### config.mk
export PLATFORM = sky130hd
export DESIGN_NAME = pipe_hazard_ctl
export DESIGN_NICKNAME = d
export VERILOG_FILES = /design/src/rtl/hz_pkg.sv /design/src/rtl/hz_pipe_reg.sv /design/src/rtl/hz_fwd_sel.sv /design/src/rtl/hz_load_use.sv /design/src/rtl/pipe_hazard_ctl.sv
export SDC_FILE = /design/constraint.sdc
export NUM_CORES = 1
export LEC_CHECK = 0
export BUFFER_PORTS_ARGS = -buffer_cell sky130_fd_sc_hd__buf_2
export CAP_MARGIN = 40
export CORE_AREA = 2 2 54 81
export CTS_CLUSTER_DIAMETER = 60
export DETAILED_ROUTE_END_ITERATION = 10
export DIE_AREA = 0 0 56 83
export PLACE_DENSITY = 0.76
export SYNTH_ARGS = -nofsm -noshare
export SYNTH_HDL_FRONTEND = slang
export SYNTH_SLANG_ARGS = --single-unit
export TNS_END_PERCENT = 5
### constraint.sdc
create_clock -name clk -period 1.6 [get_ports clk]
set_input_delay 0 -clock clk [delete_from_list [all_inputs] [get_ports clk]]
set_output_delay 0 -clock clk [all_outputs]
set_load 0.01 [all_outputs]
### src/rtl/hz_pkg.sv
package hz_pkg;

  // Operand source codes driven onto the ALU input multiplexers.
  typedef enum logic [1:0] {
    FWD_RF  = 2'b00,
    FWD_WB  = 2'b01,
    FWD_MEM = 2'b10
  } fwd_sel_e;

  // Bits consumed in the writeback stage.
  typedef struct packed {
    logic reg_write;
    logic mem_to_reg;
  } wb_ctl_t;

  // Bits consumed in the memory stage.
  typedef struct packed {
    logic mem_read;
    logic mem_write;
  } mem_ctl_t;

  // Newer stage first: a memory-stage hit overrides a writeback-stage hit.
  function automatic fwd_sel_e fwd_code(input logic mem_hit, input logic wb_hit);
    if (mem_hit)     return FWD_MEM;
    else if (wb_hit) return FWD_WB;
    else             return FWD_RF;
  endfunction

endpackage

### src/rtl/hz_pipe_reg.sv
// Generic stage register: synchronous reset, plus an optional clear that
// loads zero (used to inject a bubble).
module hz_pipe_reg #(
  parameter int W = 8
) (
  input  logic         clk,
  input  logic         rst,
  input  logic         clr,
  input  logic [W-1:0] d,
  output logic [W-1:0] q
);
  always_ff @(posedge clk) begin
    if (rst || clr) q <= '0;
    else            q <= d;
  end
endmodule

### src/rtl/hz_fwd_sel.sv
// One select code per ALU operand, from register-number comparison.
module hz_fwd_sel
  import hz_pkg::*;
#(
  parameter int REG_W = 5,
  parameter int N_OPS = 2
) (
  input  logic [N_OPS-1:0][REG_W-1:0] src_num,
  input  logic                        mem_reg_write,
  input  logic [REG_W-1:0]            mem_dest,
  input  logic                        wb_reg_write,
  input  logic [REG_W-1:0]            wb_dest,
  output logic [N_OPS-1:0][1:0]       sel,
  output logic [N_OPS-1:0]            mem_hit,
  output logic [N_OPS-1:0]            wb_hit
);
  // A producer counts only if it writes and its target is not register 0.
  function automatic logic live_match(input logic wr, input logic [REG_W-1:0] dst,
                                      input logic [REG_W-1:0] src);
    return wr && (dst != '0) && (dst == src);
  endfunction

  for (genvar i = 0; i < N_OPS; i++) begin : g_op
    assign mem_hit[i] = live_match(mem_reg_write, mem_dest, src_num[i]);
    assign wb_hit[i]  = live_match(wb_reg_write, wb_dest, src_num[i]);
    assign sel[i]     = fwd_code(mem_hit[i], wb_hit[i]);
  end
endmodule

### src/rtl/hz_load_use.sv
// Load followed immediately by a consumer of its result.
module hz_load_use #(
  parameter int REG_W = 5
) (
  input  logic             ex_mem_read,
  input  logic [REG_W-1:0] ex_rt,
  input  logic [REG_W-1:0] dec_rs,
  input  logic [REG_W-1:0] dec_rt,
  output logic             hold
);
  function automatic logic needs_stall(input logic ld, input logic [REG_W-1:0] ld_dst,
                                       input logic [REG_W-1:0] a, input logic [REG_W-1:0] b);
    return ld && ((ld_dst == a) || (ld_dst == b));
  endfunction

  assign hold = needs_stall(ex_mem_read, ex_rt, dec_rs, dec_rt);
endmodule

### src/rtl/pipe_hazard_ctl.sv
module pipe_hazard_ctl
  import hz_pkg::*;
#(
  parameter int REG_W     = 5,
  parameter int ALU_CTL_W = 4
) (
  input  logic                 clk,
  input  logic                 rst,
  input  logic [REG_W-1:0]     dec_rs,
  input  logic [REG_W-1:0]     dec_rt,
  input  logic [REG_W-1:0]     dec_rd,
  input  logic                 dec_reg_dst,
  input  logic [ALU_CTL_W-1:0] dec_alu_ctl,
  input  logic                 dec_mem_read,
  input  logic                 dec_mem_write,
  input  logic                 dec_reg_write,
  input  logic                 dec_mem_to_reg,
  output logic [1:0]           fwd_a_sel,
  output logic [1:0]           fwd_b_sel,
  output logic                 hold_fetch,
  output logic [ALU_CTL_W-1:0] ex_alu_ctl,
  output logic [REG_W-1:0]     ex_dest,
  output logic                 mem_rd_en,
  output logic                 mem_wr_en,
  output logic [REG_W-1:0]     mem_dest,
  output logic                 wb_reg_write,
  output logic                 wb_mem_to_reg,
  output logic [REG_W-1:0]     wb_dest
);
  localparam int WB_W    = $bits(wb_ctl_t);
  localparam int MEM_W   = $bits(mem_ctl_t);
  localparam int IDX_C_W = 1 + ALU_CTL_W + MEM_W + WB_W;
  localparam int IDX_S_W = 3 * REG_W;
  localparam int EXM_W   = MEM_W + WB_W + REG_W;
  localparam int MWB_W   = WB_W + REG_W;
  localparam int N_OPS   = 2;

  // ---------------- decode/execute ----------------
  wb_ctl_t  dec_wb, ex_wb;
  mem_ctl_t dec_mem, ex_mem;
  logic     ex_reg_dst;
  logic [REG_W-1:0] ex_rs, ex_rt, ex_rd;
  logic     bubble;  // named event: control fields of decode/execute cleared

  assign dec_wb  = '{reg_write: dec_reg_write, mem_to_reg: dec_mem_to_reg};
  assign dec_mem = '{mem_read: dec_mem_read, mem_write: dec_mem_write};
  assign bubble  = hold_fetch;

  hz_pipe_reg #(.W(IDX_C_W)) u_idex_ctl (
    .clk (clk),
    .rst (rst),
    .clr (bubble),
    .d   ({dec_reg_dst, dec_alu_ctl, dec_mem, dec_wb}),
    .q   ({ex_reg_dst, ex_alu_ctl, ex_mem, ex_wb})
  );

  // Register numbers load even during a bubble; with zero control they are inert.
  hz_pipe_reg #(.W(IDX_S_W)) u_idex_num (
    .clk (clk),
    .rst (rst),
    .clr (1'b0),
    .d   ({dec_rs, dec_rt, dec_rd}),
    .q   ({ex_rs, ex_rt, ex_rd})
  );

  assign ex_dest = ex_reg_dst ? ex_rd : ex_rt;

  // ---------------- execute/memory ----------------
  wb_ctl_t  mem_wb;
  mem_ctl_t mem_ctl;

  hz_pipe_reg #(.W(EXM_W)) u_exmem (
    .clk (clk),
    .rst (rst),
    .clr (1'b0),
    .d   ({ex_mem, ex_wb, ex_dest}),
    .q   ({mem_ctl, mem_wb, mem_dest})
  );

  assign mem_rd_en = mem_ctl.mem_read;
  assign mem_wr_en = mem_ctl.mem_write;

  // ---------------- memory/writeback ----------------
  wb_ctl_t wb_ctl;

  hz_pipe_reg #(.W(MWB_W)) u_memwb (
    .clk (clk),
    .rst (rst),
    .clr (1'b0),
    .d   ({mem_wb, mem_dest}),
    .q   ({wb_ctl, wb_dest})
  );

  assign wb_reg_write  = wb_ctl.reg_write;
  assign wb_mem_to_reg = wb_ctl.mem_to_reg;

  // ---------------- forwarding ----------------
  logic [N_OPS-1:0][1:0] op_sel;
  logic [N_OPS-1:0]      mem_hit, wb_hit;

  hz_fwd_sel #(.REG_W(REG_W), .N_OPS(N_OPS)) u_fwd (
    .src_num       ({ex_rt, ex_rs}),
    .mem_reg_write (mem_wb.reg_write),
    .mem_dest      (mem_dest),
    .wb_reg_write  (wb_ctl.reg_write),
    .wb_dest       (wb_dest),
    .sel           (op_sel),
    .mem_hit       (mem_hit),
    .wb_hit        (wb_hit)
  );

  assign fwd_a_sel = op_sel[0];
  assign fwd_b_sel = op_sel[1];

  // ---------------- load-use stall ----------------
  hz_load_use #(.REG_W(REG_W)) u_ldu (
    .ex_mem_read (ex_mem.mem_read),
    .ex_rt       (ex_rt),
    .dec_rs      (dec_rs),
    .dec_rt      (dec_rt),
    .hold        (hold_fetch)
  );

endmodule

==> summary.md, run 1 <==
| Metric | Value |
|---|---|
| Outcome | `complete, but fails checks` |
| Failing checks | `setup timing` |
| Grt total ovfl | `0` |
| CP Capture Type | `primary output` |
| Area Overhead vs Synth | `48.2%` |
| Final setup fails | `5` |
| Vias | `1,239` |
| Critical path required time | `1600 ps` |
| Fraction of layout cells with a size suffix above 1 | `43.4%` |
| Final Critical Period | `1820 ps` |
| Die Area | `4650 um2` |
| Global-route wire length before repair | `5.93 mm` |
| Initial antenna violation count | `0` |
| Largest net degree at the start of global routing | `41` |
| Clock root buffer master | `clkbuf_8` |
| Top cells by count, synth | `dfxtp_1, nor2b_1, xnor2_1, xor2_1, nor3b_1` |
| Total count of hold-check failures in the final report | `0` |
| Die X | `56 um` |
| Clock slew seen by the registers of the worst setup and hold paths | `70 ps` |
| # diodes | `0` |
| Ports | `54` |
| RSZ-0062 raised after global routing | `true` |
| CTS max path bufs | `2` |
| Hold Path Class | `primary input to flip-flop` |
| Routed Antenna Nets | `0` |
| Synth top area cells | `dfxtp_1, nor2b_1, xnor2_1` |
| DRT Wirelength | `3.87 mm` |
| DR pass1 iterations | `4` |
| Critical path type | `flip-flop to primary output` |
| WHS | `253 ps` |
| Syn_area_per_cell | `11.1 um2` |
| Fmax | `549 MHz` |
| Worst-Skew Late Latency | `290 ps` |
| Max Slew Vio Count | `0` |
| CTS tree | `built` |
| CP startpoint kind | `flip-flop` |
| Clock sinks | `40` |
| Nets | `254` |
| Synth async-reset ratio | `0%` |
| Register area share after synthesis | `51.0%` |
| Starting DRT DRC Count | `41` |
| Rel. slew slack | `53.4%` |
| DR DRC count | `0` |
| # H-tree levels | `2` |
| Post-synth EDFFs | `0` |
| Setup Skew | `7.49 ps` |
| Slew @ Worst Pin | `699 ps` |
| Synth Net Count | `167` |
| Post-Syn Area | `1570 um2` |
| Worst setup margin | `-221 ps` |
| Total CTS buffers | `5` |
| RePlAce Congestion | `0.943` |
| # rows | `28` |
| Yosys warning count | `0` |
| Seq cells post-synth | `40` |
| WP data arrival | `1820 ps` |
| Average wire per standard cell | `14.2 um` |
| Worst Path Max Fanout | `5` |
| Most common cell in the netlist | `dfxtp_1` |
| Main synth FF type | `dfxtp_1` |
| Pleak | `1.05 nW` |
| Leading area contributor after synthesis | `dfxtp_1` |
| Cell area power density | `868 nW/um2` |
| Cell variety after synth | `19` |
| Period utilisation layout | `114%` |
| Share of the synthesized area in the top cell type | `51.0%` |
| Mapped Cells | `141` |
| Die Span Y | `83 um` |
| Via density | `4.54` |
| Initial Util | `40.1%` |
| Vias in the first global route | `1,279` |
| Max_cap viols | `0` |
| GRT Util Overall | `16.9%` |
| PortBufs | `53` |
| Setup WS pre-CTS | `58.1 ps` |
| Core ar. | `3920 um2` |
| DP HPWL | `2.43 mm` |
| Worst vdd ir | `720 uV` |
## layer usage
| layer | up-vias | wire (um) | global-route usage, % |
|---|---|---|---|
| li1 | 628 | - | - |
| met1 | 548 | 1460 | 18.2 |
| met2 | 54 | 2090 | 29.2 |
| met3 | 9 | 207 | 5.45 |
| met4 | 0 | 112 | 8.01 |
| met5 | - | 0 | 0 |
## placed cells by master, fill, tap and decap left out
cell type,Yosys,final
buf_2,1,53
nor2b_1,30,30
dfxtp_1,40,30
dlygate4sd3_1,0,24
xnor2_1,16,15
xor2_1,14,13
buf_4,0,11
dfxtp_2,0,10
nor3b_1,9,9
mux2_2,5,5
clkbuf_8,0,5
or4_4,0,3
nand3_1,2,2
nor4_2,4,2
nor4_4,0,2
nand4_1,2,2
nand2_1,2,2
o21ai_4,0,1
or4_1,3,1
o21ai_2,1,1
xor2_2,0,1
xnor2_2,0,1
o22ai_4,0,1
nor2b_2,1,1
clkinv_2,0,1
clkbuf_1,6,1
buf_6,2,1
## logic make-up (layout without fill, tap and decap cells)
group / count (synthesis) / in the layout / share of synthesized area, %
XOR/XNOR: 30 / 30 / 16.7
buffers and inverters: 9 / 96 / 3.18
AO/OA/AOI/OAI: 3 / 3 / 1.67
multiplexers: 5 / 5 / 3.58
flip-flops: 40 / 40 / 51.0
AND/OR/NAND/NOR: 54 / 54 / 23.9
## path summary, 6_finish.rpt
| check | from | end | slack [ps] | cells past startpoint |
|---|---|---|---|---|
| setup / recovery | u_exmem.q[2] | fwd_a_sel[0] | -220 | 5 |
| hold / removal | rst | u_idex_num.q[8] | 250 | 2 |
| setup reg to reg | u_idex_num.q[9] | u_idex_ctl.q[4] | 170 | 5 |
| hold reg to reg | u_exmem.q[5] | u_memwb.q[5] | 440 | 1 |
## per-stage QoR
stage | TNS (ps) | utilization [%] | instance area [um2] | power [W] | std cells
after floorplan | 0 | - | 1570 | 0.00125 | 141
after global placement | 0 | 48.3 | 1900 | 0.00135 | 237
after detailed placement | 0 | 48.3 | 1900 | 0.00135 | 237
after CTS | -466 | 58.2 | 2280 | 0.00202 | 272
after global routing | -1050 | 59.3 | 2330 | 0.00211 | 273
final | -671 | 59.3 | 2330 | 0.00202 | 273
## state kept, by name, summed over array words and instances, names as in the netlist
register and cells:
u_memwb.q 7, u_idex_ctl.q 9, u_idex_num.q 15, u_exmem.q 9
## layout make-up
type                            instances  area [um2]
Sequential cell                        40         813
Timing Repair Buffer                   89         599
Clock buffer                            6        72.6
Fill cell                             332        1600
Multi-Input combinational cell         92         782
Clock inverter                          1        5.00
Tap cell                               45        56.3
## critical path, cell delays in order (launching register included)
cell	delay, ps
dfxtp_1	510
xnor2_1	160
nand3_1	120
nor4_2	480
nor4_4	100
buf_2	160
## report_power, final
part | total [W] | internal [W] | switching [W] | leakage (nW)
Combinational | 0.000318 | 0.000182 | 0.000136 | 0.677
Clock | 0.000614 | 0.000296 | 0.000318 | 0.0410
Sequential | 0.00109 | 0.00105 | 0.0000415 | 0.335
Total | 0.00202 | 0.00153 | 0.000495 | 1.05
## timing repair
item | in CTS | in global routing
pin swaps | 9 | 4
hold endpoints to repair | 24 | 0
setup endpoints to repair | 3 | 5
hold buffers | 24 | 0
resized for setup | 15 | 6
gates cloned | 0 | 0
buffers inserted | 4 | 1
Note: power is estimated with default switching activity, not from simulation.
==> run 2, diff against run 1 <==
--- a/config.mk
+++ b/config.mk
@@ -7,11 +7,11 @@
 export LEC_CHECK = 0
 export BUFFER_PORTS_ARGS = -buffer_cell sky130_fd_sc_hd__buf_2
 export CAP_MARGIN = 40
-export CORE_AREA = 2 2 54 81
+export CORE_AREA = 2 2 50 75
 export CTS_CLUSTER_DIAMETER = 60
 export DETAILED_ROUTE_END_ITERATION = 10
-export DIE_AREA = 0 0 56 83
-export PLACE_DENSITY = 0.76
+export DIE_AREA = 0 0 52 77
+export PLACE_DENSITY = 0.85
 export SYNTH_ARGS = -nofsm -noshare
 export SYNTH_HDL_FRONTEND = slang
 export SYNTH_SLANG_ARGS = --single-unit
==> summary.md, run 2 (synthesis gave the netlist of run 1 again) <==
| Metric | Value |
|---|---|
| Outcome | `complete, but fails checks` |
| Failing checks | `setup timing` |
| Routed Antenna Nets | `0 (unchanged)` |
| Worst vdd ir | `954 uV (+32%)` |
| Max_cap viols | `0 (unchanged)` |
| Max reg flops | `15 (unchanged)` |
| Average wire per standard cell | `15.3 um (+8.4%)` |
| Initial antenna violation count | `0 (unchanged)` |
| Clock root buffer master | `clkbuf_8` |
| Total CTS buffers | `5 (unchanged)` |
| Critical path type | `flip-flop to primary output` |
| Placed cell count | `236 (-0.42%)` |
| # rows | `26 (-7.1%)` |
| Worst reg-to-reg path cell count | `6 (+1)` |
| RSZ-0062 raised after global routing | `true` |
| Slew @ Worst Pin | `691 ps (-8.90 ps)` |
| Top Registers | `u_idex_num.q x15, u_exmem.q x9, u_idex_ctl.q x9` |
| Die X | `52 um (-7.1%)` |
| Largest net degree at the start of global routing | `41 (unchanged)` |
| Hold Path Class | `primary input to flip-flop` |
| Cell area power density | `896 nW/um2 (+3.2%)` |
| Final Critical Period | `1810 ps (-7.90 ps)` |
| Fill count | `235 (-29%)` |
| Most frequent cells in the layout | `buf_2, nor2b_1, dfxtp_1, dlygate4sd3_1` |
| DP HPWL | `2.59 mm (+6.9%)` |
| Max Slew Vio Count | `0 (unchanged)` |
| Setup Skew | `2.17 ps (-5.33 ps)` |
| RePlAce Congestion | `0.821 (-13%)` |
| # H-tree levels | `2 (unchanged)` |
| Reg2reg setup slack | `310 ps (+140 ps)` |
| Clock sinks | `40 (unchanged)` |
| CP startpoint kind | `flip-flop` |
| DR DRC count | `0 (unchanged)` |
| Grt total ovfl | `0 (unchanged)` |
| Ports | `54 (unchanged)` |
| DR pass1 iterations | `4 (unchanged)` |
| Via density | `4.87 (+7.3%)` |
| Commonest non-fill, non-tap cell in the layout | `buf_2` |
| GRT Util Overall | `22.2% (+5.3 points)` |
| Final setup fails | `3 (-2)` |
| Total count of hold-check failures in the final report | `0 (unchanged)` |
| # diodes | `0 (unchanged)` |
| Worst setup margin | `-213 ps (+7.90 ps)` |
| R2R Path End | `u_idex_ctl.q[1]` |
| CTS max path bufs | `2 (unchanged)` |
| Die Span Y | `77 um (-7.2%)` |
| Fmax | `552 MHz (+0.44%)` |
| Critical path required time | `1600 ps (about the same)` |
| Worst-Skew Late Latency | `290 ps (about the same)` |
| Global-route wire length before repair | `6.31 mm (+6.4%)` |
| Non-Filler Instances | `270 (-1.1%)` |
| Crit path launch | `u_exmem.q[4]` |
| Pleak | `1.06 nW (+0.26%)` |
| Die Area | `4000 um2 (-14%)` |
| Rel. slew slack | `54.0% (+0.59 points)` |
| Cell depth of the worst hold path | `2 (unchanged)` |
| Nets | `253 (-0.39%)` |
| CP Capture Type | `primary output` |
| CP Capture Point | `fwd_a_sel[0]` |
| Vias in the first global route | `1,382 (+8.1%)` |
| Worst R2R Start | `u_idex_num.q[9]` |
| Initial Util | `46.9% (+6.8 points)` |
| WP data arrival | `1810 ps (about the same)` |
| Starting DRT DRC Count | `26 (-37%)` |
| Core ar. | `3350 um2 (-15%)` |
| CTS tree | `built` |
| Period utilisation layout | `113% (-0.49 points)` |
| Worst Path Max Fanout | `2 (-3)` |
| DRT Wirelength | `4.14 mm (+7.2%)` |
| Fraction of layout cells with a size suffix above 1 | `42.5% (-0.88 points)` |
| Vias | `1,315 (+6.1%)` |
| Top reg by flops | `u_idex_num.q` |
| Clock slew seen by the registers of the worst setup and hold paths | `70 ps (about the same)` |
| PortBufs | `53 (unchanged)` |
| Area Overhead vs Synth | `47.2%` |
| Setup WS pre-CTS | `35.2 ps (-23.0 ps)` |
[run 2: cell count changes in the layout (fill, tap and decap cells not counted), sizes merged]
cell | before | now
clkbuf | 6 | 8
buf | 65 | 64
clkinv | 1 | 0
[run 2: worst min-delay path by stage]
stage / end / from / slack, ps
after global routing: u_exmem.q[8] / rst / 280
after global placement: u_idex_num.q[3] / dec_rd[3] / 210
after floorplan: u_idex_num.q[0] / dec_rd[0] / 130
after CTS: u_exmem.q[2] / rst / 240
after detailed placement: u_idex_num.q[4] / dec_rd[4] / 210
final: u_idex_num.q[4] / rst / 240
[run 2: report_power, final]
group	switching [W]	leakage, nW	internal, W
clock	0.000315	0.0455	0.000351
sequential	0.0000403	0.335	0.00105
combinational	0.000137	0.675	0.000182
total	0.000493	1.06	0.00158
[run 2: layout make-up]
class                      count  area, um2  area share, %
clock buffer                   8       90.1           3.89
tap                           42       52.6           2.27
multi-input combinational     92        758           32.8
sequential                    40        815           35.2
timing repair buffer          88        598           25.9
[run 2: metal layers]
layer	track usage [%]	part of all wire, %	up-vias
li1	-	-	630
met1	19.3	34	613
met2	40.5	56	57
met3	7.39	5.8	15
met4	14.5	4.9	0
met5	0	0	-
[run 2: metrics by stage]
step | setup TNS [ps] | total power, W | util [%] | hold WS, ps | cell area, um2
2_1_floorplan | 0 | 0.00125 | - | 128 | 1570
3_3_place_gp | 0 | 0.00135 | 56.9 | 212 | 1910
3_5_place_dp | 0 | 0.00136 | 56.9 | 214 | 1910
4_1_cts | -427 | 0.00208 | 68.2 | 236 | 2280
5_1_grt | -842 | 0.00215 | 69.0 | 280 | 2310
6_report | -573 | 0.00207 | 69.0 | 244 | 2310
[run 2: critical path, cell delays in order (launching register included)]
cell     delay [ps]
dfxtp_1         310
or4_4           540
o21ai_4         180
nor4_2           80
nor4_2          250
buf_2           160
[run 2: repair_timing]
item                                    CTS  global route
endpoints found under the setup margin    4             5
buffers inserted                          2             0
gates resized for setup                  11             8
pin swaps                                 5             4
hold buffers                             24             0
endpoints found under the hold margin    24             0
==> run 3, diff against run 2 <==
--- a/config.mk
+++ b/config.mk
@@ -15,4 +15,3 @@
 export SYNTH_ARGS = -nofsm -noshare
 export SYNTH_HDL_FRONTEND = slang
 export SYNTH_SLANG_ARGS = --single-unit
-export TNS_END_PERCENT = 5
==> summary.md, run 3 (synthesis gave the netlist of run 1 again) <==
| Metric | Value |
|---|---|
| Outcome | `complete, but fails checks` |
| Failing checks | `setup timing` |
| Reg2reg setup slack | `130 ps (-180 ps)` |
| Total count of hold-check failures in the final report | `0 (unchanged)` |
| Routed Antenna Nets | `0 (unchanged)` |
| RSZ-0062 raised after global routing | `true` |
| Crit path launch | `u_exmem.q[3]` |
| Nets | `256 (+1.2%)` |
| Worst Path Max Fanout | `2 (unchanged)` |
| Worst Hold End | `u_idex_num.q[5]` |
| Die Span Y | `77 um (unchanged)` |
| Slew @ Worst Pin | `663 ps (-28.0 ps)` |
| Core ar. | `3350 um2 (unchanged)` |
| Storage element area | `816 um2 (+0.15%)` |
| Internal power | `0.00159 W (+0.88%)` |
| DP HPWL | `2.59 mm (unchanged)` |
| Top Layer Used | `met4` |
| CP Capture Type | `primary output` |
| Total CTS buffers | `5 (unchanged)` |
| Vias | `1,328 (+0.99%)` |
| Grt total ovfl | `0 (unchanged)` |
| R2R Path End | `u_idex_ctl.q[1]` |
| Largest net degree at the start of global routing | `41 (unchanged)` |
| Max Slew Vio Count | `0 (unchanged)` |
| Placed cell count | `236 (unchanged)` |
| Clock root buffer master | `clkbuf_8` |
| Clock slew seen by the registers of the worst setup and hold paths | `70 ps (about the same)` |
| Die X | `52 um (unchanged)` |
| GRT Util Overall | `22.2% (unchanged)` |
| Crit path top cell by count | `nor4_2` |
| Via density | `4.86 (-0.12%)` |
| Crit path cell chain | `or4_4 > o21ai_4 > nor4_2 > nor4_2 > buf_2` |
| Worst vdd ir | `940 uV (-1.5%)` |
| CTS max path bufs | `2 (unchanged)` |
| Pleak | `1.09 nW (+3.1%)` |
| Slowest stage cell on the critical path | `or4_4` |
| Switching part of the total | `24.2% (+0.42 points)` |
| Tot Pwr | `0.00210 W (+1.4%)` |
| WP data arrival | `1850 ps (+40 ps)` |
| CP startpoint kind | `flip-flop` |
| Global-route wire length before repair | `6.31 mm (unchanged)` |
| Multi-input gate area | `810 um2 (+6.8%)` |
| RePlAce Congestion | `0.821 (unchanged)` |
| Vias in the first global route | `1,382 (unchanged)` |
| Die Area | `4000 um2 (unchanged)` |
| Critical path type | `flip-flop to primary output` |
| Rel. slew slack | `55.8% (+1.9 points)` |
| Worst reg-to-reg path cell count | `7 (+1)` |
| Final Critical Period | `1850 ps (+35.9 ps)` |
| CP Buf/Inv Count | `1 (unchanged)` |
| Slowest stage delay, CP | `520 ps (-20 ps)` |
| # rows | `26 (unchanged)` |
| # diodes | `0 (unchanged)` |
| Reg power frac | `51.8% (-0.7 points)` |
| Cell area power density | `877 nW/um2 (-2.1%)` |
| Final setup TNS | `-519 ps (+54.3 ps)` |
| Cell depth of the worst hold path | `2 (unchanged)` |
| M1 WL | `1.43 mm (+2.5%)` |
| Max reg flops | `15 (unchanged)` |
| Psw | `0.000509 W (+3.2%)` |
| Fraction of layout cells with a size suffix above 1 | `44.2% (+1.6 points)` |
| Max_cap viols | `0 (unchanged)` |
| Critical path required time | `1600 ps (about the same)` |
| Setup Skew | `3.97 ps (+1.81 ps)` |
| Ports | `54 (unchanged)` |
| Area Overhead vs Synth | `52.5%` |
| Starting DRT DRC Count | `28 (+7.7%)` |
| # H-tree levels | `2 (unchanged)` |
| Initial Util | `46.9% (unchanged)` |
| Fmax | `541 MHz (-1.9%)` |
| Period utilisation layout | `116% (+2.2 points)` |
| Clk pwr share | `31.8% (-0.3 points)` |
| Top Registers | `u_idex_num.q x15, u_exmem.q x9, u_idex_ctl.q x9` |
| WL met3 | `229 um (-5.4%)` |
| Worst-Skew Late Latency | `290 ps (about the same)` |
| Worst setup margin | `-249 ps (-35.9 ps)` |
| Cell family with most CP delay | `simple AND/OR/NAND/NOR gates` |
| Setup WS pre-CTS | `35.2 ps (unchanged)` |
| Top reg by flops | `u_idex_num.q` |
| Fill count | `219 (-6.8%)` |
| Hold Path Class | `primary input to flip-flop` |
| Average wire per standard cell | `15.6 um (+1.5%)` |
| Comb pwr share | `16.4% (+1.0 points)` |
| Worst R2R Start | `u_idex_num.q[5]` |
| Non-Filler Instances | `273 (+1.1%)` |
| HP Start | `rst` |
| CTS tree | `built` |
| DR pass1 iterations | `4 (unchanged)` |
| PortBufs | `53 (unchanged)` |
| DRT Wirelength | `4.25 mm (+2.6%)` |
| Commonest non-fill, non-tap cell in the layout | `buf_2` |
| Met2 wire length | `2.39 mm (+3.5%)` |
| Most frequent cells in the layout | `buf_2, nor2b_1, dfxtp_1, dlygate4sd3_1, xor2_1` |
| Initial antenna violation count | `0 (unchanged)` |
| Clock sinks | `40 (unchanged)` |
| DR DRC count | `0 (unchanged)` |
| Final setup fails | `3 (unchanged)` |
run 3: worst reg2reg max path, stage by stage, from the launching register on:
cell     delay (ps)
dfxtp_4         360
buf_4           140
xnor2_1         170
nand4_1         130
o22ai_2         200
buf_6           130
buf_4           140
nor3b_1          60
run 3: area by class of cell:
type	instances	area share [%]
clock buffer	8	3.76
multi-input combinational	92	33.8
sequential	40	34.0
tap	42	2.19
timing repair buffer	91	26.3
run 3: through the flow:
stage	utilization [%]	hold WS, ps	cell area, um2
after floorplan	-	128	1570
after global placement	56.9	212	1910
after detailed placement	56.9	214	1910
after CTS	68.2	236	2280
after global routing	71.5	280	2400
final	71.5	234	2400
run 3: repair_timing:
action | in CTS | in global routing
gates resized for setup | 11 | 17
setup endpoints to repair | 4 | 5
pin swaps | 5 | 5
hold buffers | 24 | 0
buffers inserted | 2 | 3
hold endpoints to repair | 24 | 0
run 3: power by group through the flow:
| stage | registers, W | clock network (W) | logic, W |
|---|---|---|---|
| after global routing | 0.00109 | 0.000717 | 0.000372 |
| after detailed placement | 0.00111 | 0 | 0.000250 |
| after floorplan | 0.00110 | 0 | 0.000151 |
| after global placement | 0.00110 | 0 | 0.000244 |
| final | 0.00109 | 0.000669 | 0.000346 |
| after CTS | 0.00109 | 0.000689 | 0.000306 |
run 3: worst max path at each step:
stage | to | slack [ps] | cells after the start
final | fwd_a_sel[0] | -250 | 5
after CTS | fwd_a_sel[0] | -220 | 5
after detailed placement | fwd_b_sel[0] | 40 | 5
after global routing | fwd_a_sel[0] | -320 | 5
after global placement | fwd_b_sel[0] | 100 | 5
after floorplan | fwd_a_sel[0] | 80 | 4
run 3: layer usage:
layer	GRT usage [%]	vias to the layer above
met3	7.39	15
met1	19.3	616
met4	14.5	0
li1	-	640
met5	0	-
met2	40.5	57
